$ cat src/rtl/rs485_dir_pkg.sv
package rs485_dir_pkg;

    typedef enum logic [1:0] {
        S_RX    = 2'd0,
        S_GAP   = 2'd1,
        S_FEED  = 2'd2,
        S_DRAIN = 2'd3
    } dir_state_e;

    typedef struct packed {
        logic dir;
        logic rx_en;
        logic tx_en;
        logic feed_en;
        logic gap_run;
    } dir_ctl_t;

    function automatic dir_ctl_t decode_state(dir_state_e st);
        dir_ctl_t c;
        c.dir     = (st != S_RX);
        c.rx_en   = (st == S_RX);
        c.tx_en   = (st != S_RX);
        c.feed_en = (st == S_FEED);
        c.gap_run = (st == S_GAP);
        return c;
    endfunction

endpackage

$ cat src/rtl/rs485_gap_timer.sv
module rs485_gap_timer #(
    parameter int GAP_W = 4
) (
    input  logic             clk,
    input  logic             rst,
    input  logic             arm_i,
    input  logic [GAP_W-1:0] len_i,
    input  logic             run_i,
    input  logic             tick_i,
    output logic             expire_o
);
    localparam logic [GAP_W-1:0] LAST = GAP_W'(1);

    logic [GAP_W-1:0] rem_q;

    always_ff @(posedge clk) begin
        if (rst) begin
            rem_q <= '0;
        end else if (arm_i) begin
            rem_q <= len_i;
        end else if (run_i && tick_i && rem_q != '0) begin
            rem_q <= rem_q - LAST;
        end
    end

    assign expire_o = run_i && tick_i && (rem_q == LAST);

endmodule

$ cat src/rtl/rs485_byte_feeder.sv
module rs485_byte_feeder #(
    parameter int DATA_W = 8
) (
    input  logic              clk,
    input  logic              rst,
    input  logic              en_i,
    input  logic              tx_empty_i,
    input  logic              q_empty_i,
    input  logic [DATA_W-1:0] q_data_i,
    output logic              q_pop_o,
    output logic              tx_load_o,
    output logic [DATA_W-1:0] tx_data_o,
    output logic              drained_o
);
    logic load_q;
    logic free;

    // A register that has just been written is given one cycle for its empty flag to fall.
    assign free      = en_i && tx_empty_i && !load_q;
    assign tx_load_o = free && !q_empty_i;
    assign q_pop_o   = tx_load_o;
    assign tx_data_o = q_data_i;
    assign drained_o = free && q_empty_i;

    always_ff @(posedge clk) begin
        if (rst) load_q <= 1'b0;
        else     load_q <= tx_load_o;
    end

    assert_load_spacing_R5: assert property (@(posedge clk) disable iff (rst)
        tx_load_o |=> !tx_load_o);

endmodule

$ cat src/rtl/rs485_dir_fsm.sv
module rs485_dir_fsm
    import rs485_dir_pkg::*;
#(
    parameter int GAP_W = 4
) (
    input  logic             clk,
    input  logic             rst,
    input  logic             start_i,
    input  logic [GAP_W-1:0] gap_i,
    input  logic             q_empty_i,
    input  logic             tick_i,
    input  logic             expire_i,
    input  logic             drained_i,
    input  logic             tx_done_i,
    output logic             arm_o,
    output dir_ctl_t         ctl_o
);
    dir_state_e st_q, st_d;

    always_comb begin
        st_d  = st_q;
        arm_o = 1'b0;
        unique case (st_q)
            S_RX: begin
                if (start_i && !q_empty_i) begin
                    arm_o = 1'b1;
                    st_d  = (gap_i == '0) ? S_FEED : S_GAP;
                end
            end
            S_GAP: begin
                if (expire_i) st_d = S_FEED;
            end
            S_FEED: begin
                if (drained_i) st_d = tx_done_i ? S_RX : S_DRAIN;
            end
            S_DRAIN: begin
                if (tx_done_i) st_d = S_RX;
            end
            default: st_d = S_RX;
        endcase
    end

    always_ff @(posedge clk) begin
        if (rst) st_q <= S_RX;
        else     st_q <= st_d;
    end

    assign ctl_o = decode_state(st_q);

    assert_empty_start_stays_rx_R9: assert property (@(posedge clk) disable iff (rst)
        (st_q == S_RX && start_i && q_empty_i) |=> (st_q == S_RX));

    assert_start_ignored_in_drain_R8: assert property (@(posedge clk) disable iff (rst)
        (st_q == S_DRAIN && start_i && !tx_done_i) |=> (st_q == S_DRAIN));

    assert_gap_waits_for_tick_R3: assert property (@(posedge clk) disable iff (rst)
        (st_q == S_GAP && !tick_i) |=> (st_q == S_GAP));

    assert_gap_ignores_done_R10: assert property (@(posedge clk) disable iff (rst)
        (st_q == S_GAP && tx_done_i && !tick_i) |=> (st_q != S_RX));

endmodule

$ cat src/rtl/rs485_turnaround.sv
module rs485_turnaround
    import rs485_dir_pkg::*;
#(
    parameter int DATA_W = 8,
    parameter int GAP_W  = 4
) (
    input  logic              clk,
    input  logic              rst,
    input  logic              start_req,
    input  logic [GAP_W-1:0]  gap_bits,
    input  logic              bit_tick,
    input  logic [DATA_W-1:0] q_data,
    input  logic              q_empty,
    output logic              q_pop,
    output logic [DATA_W-1:0] tx_data,
    output logic              tx_load,
    input  logic              tx_empty,
    input  logic              tx_done,
    output logic              tx_en,
    output logic              rx_en,
    output logic              dir
);
    dir_ctl_t ctl;
    logic     arm;
    logic     expire;
    logic     drained;

    rs485_dir_fsm #(.GAP_W(GAP_W)) u_fsm (
        .clk       (clk),
        .rst       (rst),
        .start_i   (start_req),
        .gap_i     (gap_bits),
        .q_empty_i (q_empty),
        .tick_i    (bit_tick),
        .expire_i  (expire),
        .drained_i (drained),
        .tx_done_i (tx_done),
        .arm_o     (arm),
        .ctl_o     (ctl)
    );

    rs485_gap_timer #(.GAP_W(GAP_W)) u_gap (
        .clk      (clk),
        .rst      (rst),
        .arm_i    (arm),
        .len_i    (gap_bits),
        .run_i    (ctl.gap_run),
        .tick_i   (bit_tick),
        .expire_o (expire)
    );

    rs485_byte_feeder #(.DATA_W(DATA_W)) u_feed (
        .clk        (clk),
        .rst        (rst),
        .en_i       (ctl.feed_en),
        .tx_empty_i (tx_empty),
        .q_empty_i  (q_empty),
        .q_data_i   (q_data),
        .q_pop_o    (q_pop),
        .tx_load_o  (tx_load),
        .tx_data_o  (tx_data),
        .drained_o  (drained)
    );

    assign dir   = ctl.dir;
    assign rx_en = ctl.rx_en;
    assign tx_en = ctl.tx_en;

    assert_no_load_while_listening_R2: assert property (@(posedge clk) disable iff (rst)
        !dir |-> !tx_load);

    assert_release_only_on_done_R7: assert property (@(posedge clk) disable iff (rst)
        $fell(dir) |-> $past(tx_done));

    assert_no_load_after_drain_R6: assert property (@(posedge clk) disable iff (rst)
        (dir && q_empty) |-> !tx_load);

endmodule

$ cat config.mk
export PLATFORM = sky130hd
export DESIGN_NAME = rs485_turnaround
export DESIGN_NICKNAME = d
export VERILOG_FILES = /design/src/rtl/rs485_dir_pkg.sv /design/src/rtl/rs485_gap_timer.sv /design/src/rtl/rs485_byte_feeder.sv /design/src/rtl/rs485_dir_fsm.sv /design/src/rtl/rs485_turnaround.sv
export SDC_FILE = /design/constraint.sdc
export NUM_CORES = 1
export LEC_CHECK = 0
export ABC_AREA = 1
export ABC_CLOCK_PERIOD_IN_PS = 1800
export BUFFER_PORTS_ARGS = -buffer_cell sky130_fd_sc_hd__buf_4
export CELL_PAD_IN_SITES_DETAIL_PLACEMENT = 0
export CELL_PAD_IN_SITES_GLOBAL_PLACEMENT = 1
export CORE_MARGIN = 2
export CORE_UTILIZATION = 28
export CTS_CLUSTER_SIZE = 16
export DETAILED_ROUTE_END_ITERATION = 16
export PLACE_DENSITY_LB_ADDON = 0.1
export SLEW_MARGIN = 25
export SYNTH_ARGS = -nofsm -noshare
export SYNTH_HDL_FRONTEND = slang
export SYNTH_SLANG_ARGS = --single-unit
$ cat constraint.sdc
create_clock -name clk -period 1.8 [get_ports clk]
set_clock_uncertainty 0.2 [all_clocks]
set_input_delay 0.09 -clock clk [delete_from_list [all_inputs] [get_ports clk]]
set_output_delay 0.09 -clock clk [all_outputs]
set_load 0.02 [all_outputs]
==> flow_summary.toml <==
[synth]
synth-compound-area-share = 0.0554
synth_top_area_share = 0.230
synth_edf_count = 0
avgSynthCellArea_sq_um = 6.28
synth_area_sq_um = 609
synthTopCellsByCount = "19 x inv_1, 19 x nand2_1, 14 x nor2_1"
yosysSeqAreaShare = 0.230
synth-simple-area-share = 0.419
synth_top_family_by_area = "simple AND/OR/NAND/NOR gates"
ys.flop_type = "dfxtp_1"
synthAdderAreaFrac = 0.0411
synth_nets = 118
synth.area.mux_share = 0
yosysWarnings = 0
yosysUniqueCellTypes = 20
synth-seq-cells = 7
synth-xor-area-share = 0.0144
async_reset_ff_frac = 0
synth_area_leaders = "dfxtp_1 23%, buf_4 12%, inv_1 12%, nand2_1 12%, nor2_1 8.6%"
netlist_instances = 97
synth_largest_area_cell = "dfxtp_1"

[floorplan]
num_rows = 16
die-width_microns = 50.7
dieArea_sq_um = 2570
core_area_sq_um = 2000
start_util = 0.304
io_pins = 32
die_y_microns = 50.7

[clock_network]
cts-buffers-inserted = 3
cts.path.max_buffers = 2
cts_sinks = 7
path_clk_slew_ps = 60
post_cts_buffers = 0
clockRootBuffer = "clkbuf_4"
cts.htree.levels = 1
cts_tree = "done"
clk_latency_ps = 260

[timing]
worstMarginPinSlew_ps = 273
fin_setup_tns_ps = 0
holdWs_ps = 0.362
rsz0062_at_grt = "no"
fmaxAchievable_ghz = 0.604
min_period_over_period = 0.920
layout_setup_ws_ps = 144
slew_violations = 0
hold_viol = 0
setup_viol = 0
slew_headroom = 0.816
finalWorstPathRequiredPeriod_ps = 1660

[final_layout]
syn_to_final_growth_pct = 39.2
num-fill-cells = 225
layout-drive-gt1-share = 0.242
seq_area_sq_um = 141
multi_input_area_sq_um = 323
num_antenna_cells = 0
postLayoutCellArea_sq_um = 848
layout.nets = 142

[worst_setup_path]
rrSetupSlack_ps = 140
arrival_ps = 1670
crit_path_end_kind = "flop"
criticalPathCategory = "flop to flop"
reg2reg_from = "u_fsm.st_q[1]"
crit_path_start = "u_fsm.st_q[1]"
critical_path.startpoint_type = "flop"
cp.required_ps = 1810
cp_max_fo = 4

[hold_path]
hp-class = "primary input to flop"
min_from = "gap_bits[0]"

[power_and_ir_drop]
pwr-share-comb = 0.592
intPower_mw = 0.531
p_sw_mw = 0.473
seqPwrFrac = 0.256
vdd_drop_max_mv = 0.651
p_clk_frac = 0.152
switching_share = 0.471
power.density_nw_per_um2 = 1180
leakage_nw = 0.446

[placement]
place.gp.congestion = 0.738
port_buffers = 15
dpl.hpwl_microns = 1100
place_area_sq_um = 681
pre_cts_ws_ps = 410

[grt]
antenna_found_initial = 0
gr-total-overflow = 0
grt_pass1_vias = 562
grtUsageTotal = 0.131
grt_max_degree = 8
grt_pass1_wl_microns = 2420

[run_status]
status = "finished clean"

[routing]
dr.pass1.iters = 4
vias = 604
route.detailed.drc = 0
wire_per_inst_microns = 9.38
drt_wl_total_microns = 1380
vias_per_cell = 4.11
antenna_left = 0
drtIter0Drc = 8

[run]
drv_cap = 0
## repair_timing
action / 4_1_cts / 5_1_grt
resized for setup: 0 / 1
endpoints found under the setup margin: 0 / 3
endpoints found under the hold margin: 14 / 0
hold buffers: 14 / 0
## routing by layer
metal	vias to the layer above	track usage	wire, microns
li1	333	-	-
met1	241	0.163	661
met2	25	0.197	590
met3	5	0.0268	81
met4	0	0.0946	46
met5	-	0	0
## cell usage in the layout, fill, tap and decap left out, drive strengths merged
master / synthesis / layout
xnor2: 1 / 1
clkbuf: 0 / 4
ha: 2 / 2
o21ai: 4 / 4
nand3b: 1 / 1
nand2: 22 / 22
inv: 19 / 19
nor3: 3 / 3
a21oi: 2 / 2
nor4: 1 / 1
buf: 10 / 15
nor2: 16 / 16
nand4: 1 / 1
dlygate4sd3: 0 / 14
nand3: 8 / 8
dfxtp: 7 / 7
## sequential cells by signal, indices dropped and copies added (netlist names)
name,flops
u_gap.rem_q,4
u_fsm.st_q,2
u_feed.load_q,1
## cell families after synthesis
family / count (synthesis)
simple gates: 52
buf+inv: 29
fa+ha+maj: 2
flops: 7
xor+xnor: 1
compound gates: 6
## path summary, 6_finish.rpt
check	endpoint	cells after the start
setup / recovery	u_feed.load_q	5
hold / removal	u_fsm.st_q[1]	6
setup reg to reg	u_feed.load_q	5
hold reg to reg	u_gap.rem_q[0]	2
## power groups by stage
stage	Combinational (mW)	Sequential (mW)	Clock, mW
4_1_cts	0.606	0.254	0.160
2_1_floorplan	0.459	0.244	0
3_5_place_dp	0.567	0.258	0
5_1_grt	0.672	0.265	0.166
6_report	0.595	0.257	0.153
3_3_place_gp	0.573	0.260	0
## critical path: stages, from the launching register on
cell and delay [ps]:
dfxtp_2 370, inv_1 80, nor2_1 120, inv_1 90, nor4_1 170, dlygate4sd3_1 570
## cell type report
cell class	count	area share
Tap cell	27	0.0398
Clock buffer	4	0.0310
Sequential cell	7	0.167
Timing Repair Buffer	29	0.298
Inverter	19	0.0841
Multi-Input combinational cell	61	0.381
## per-stage QoR
step / cells / power (mW) / utilization
finish: 147 / 1.00 / 0.424
global route: 147 / 1.10 / 0.424
CTS: 147 / 1.02 / 0.423
detailed placement: 129 / 0.825 / 0.340
global placement: 129 / 0.833 / 0.340
floorplan: 97 / 0.703 / -
Power figures use the tool's default switching activity.
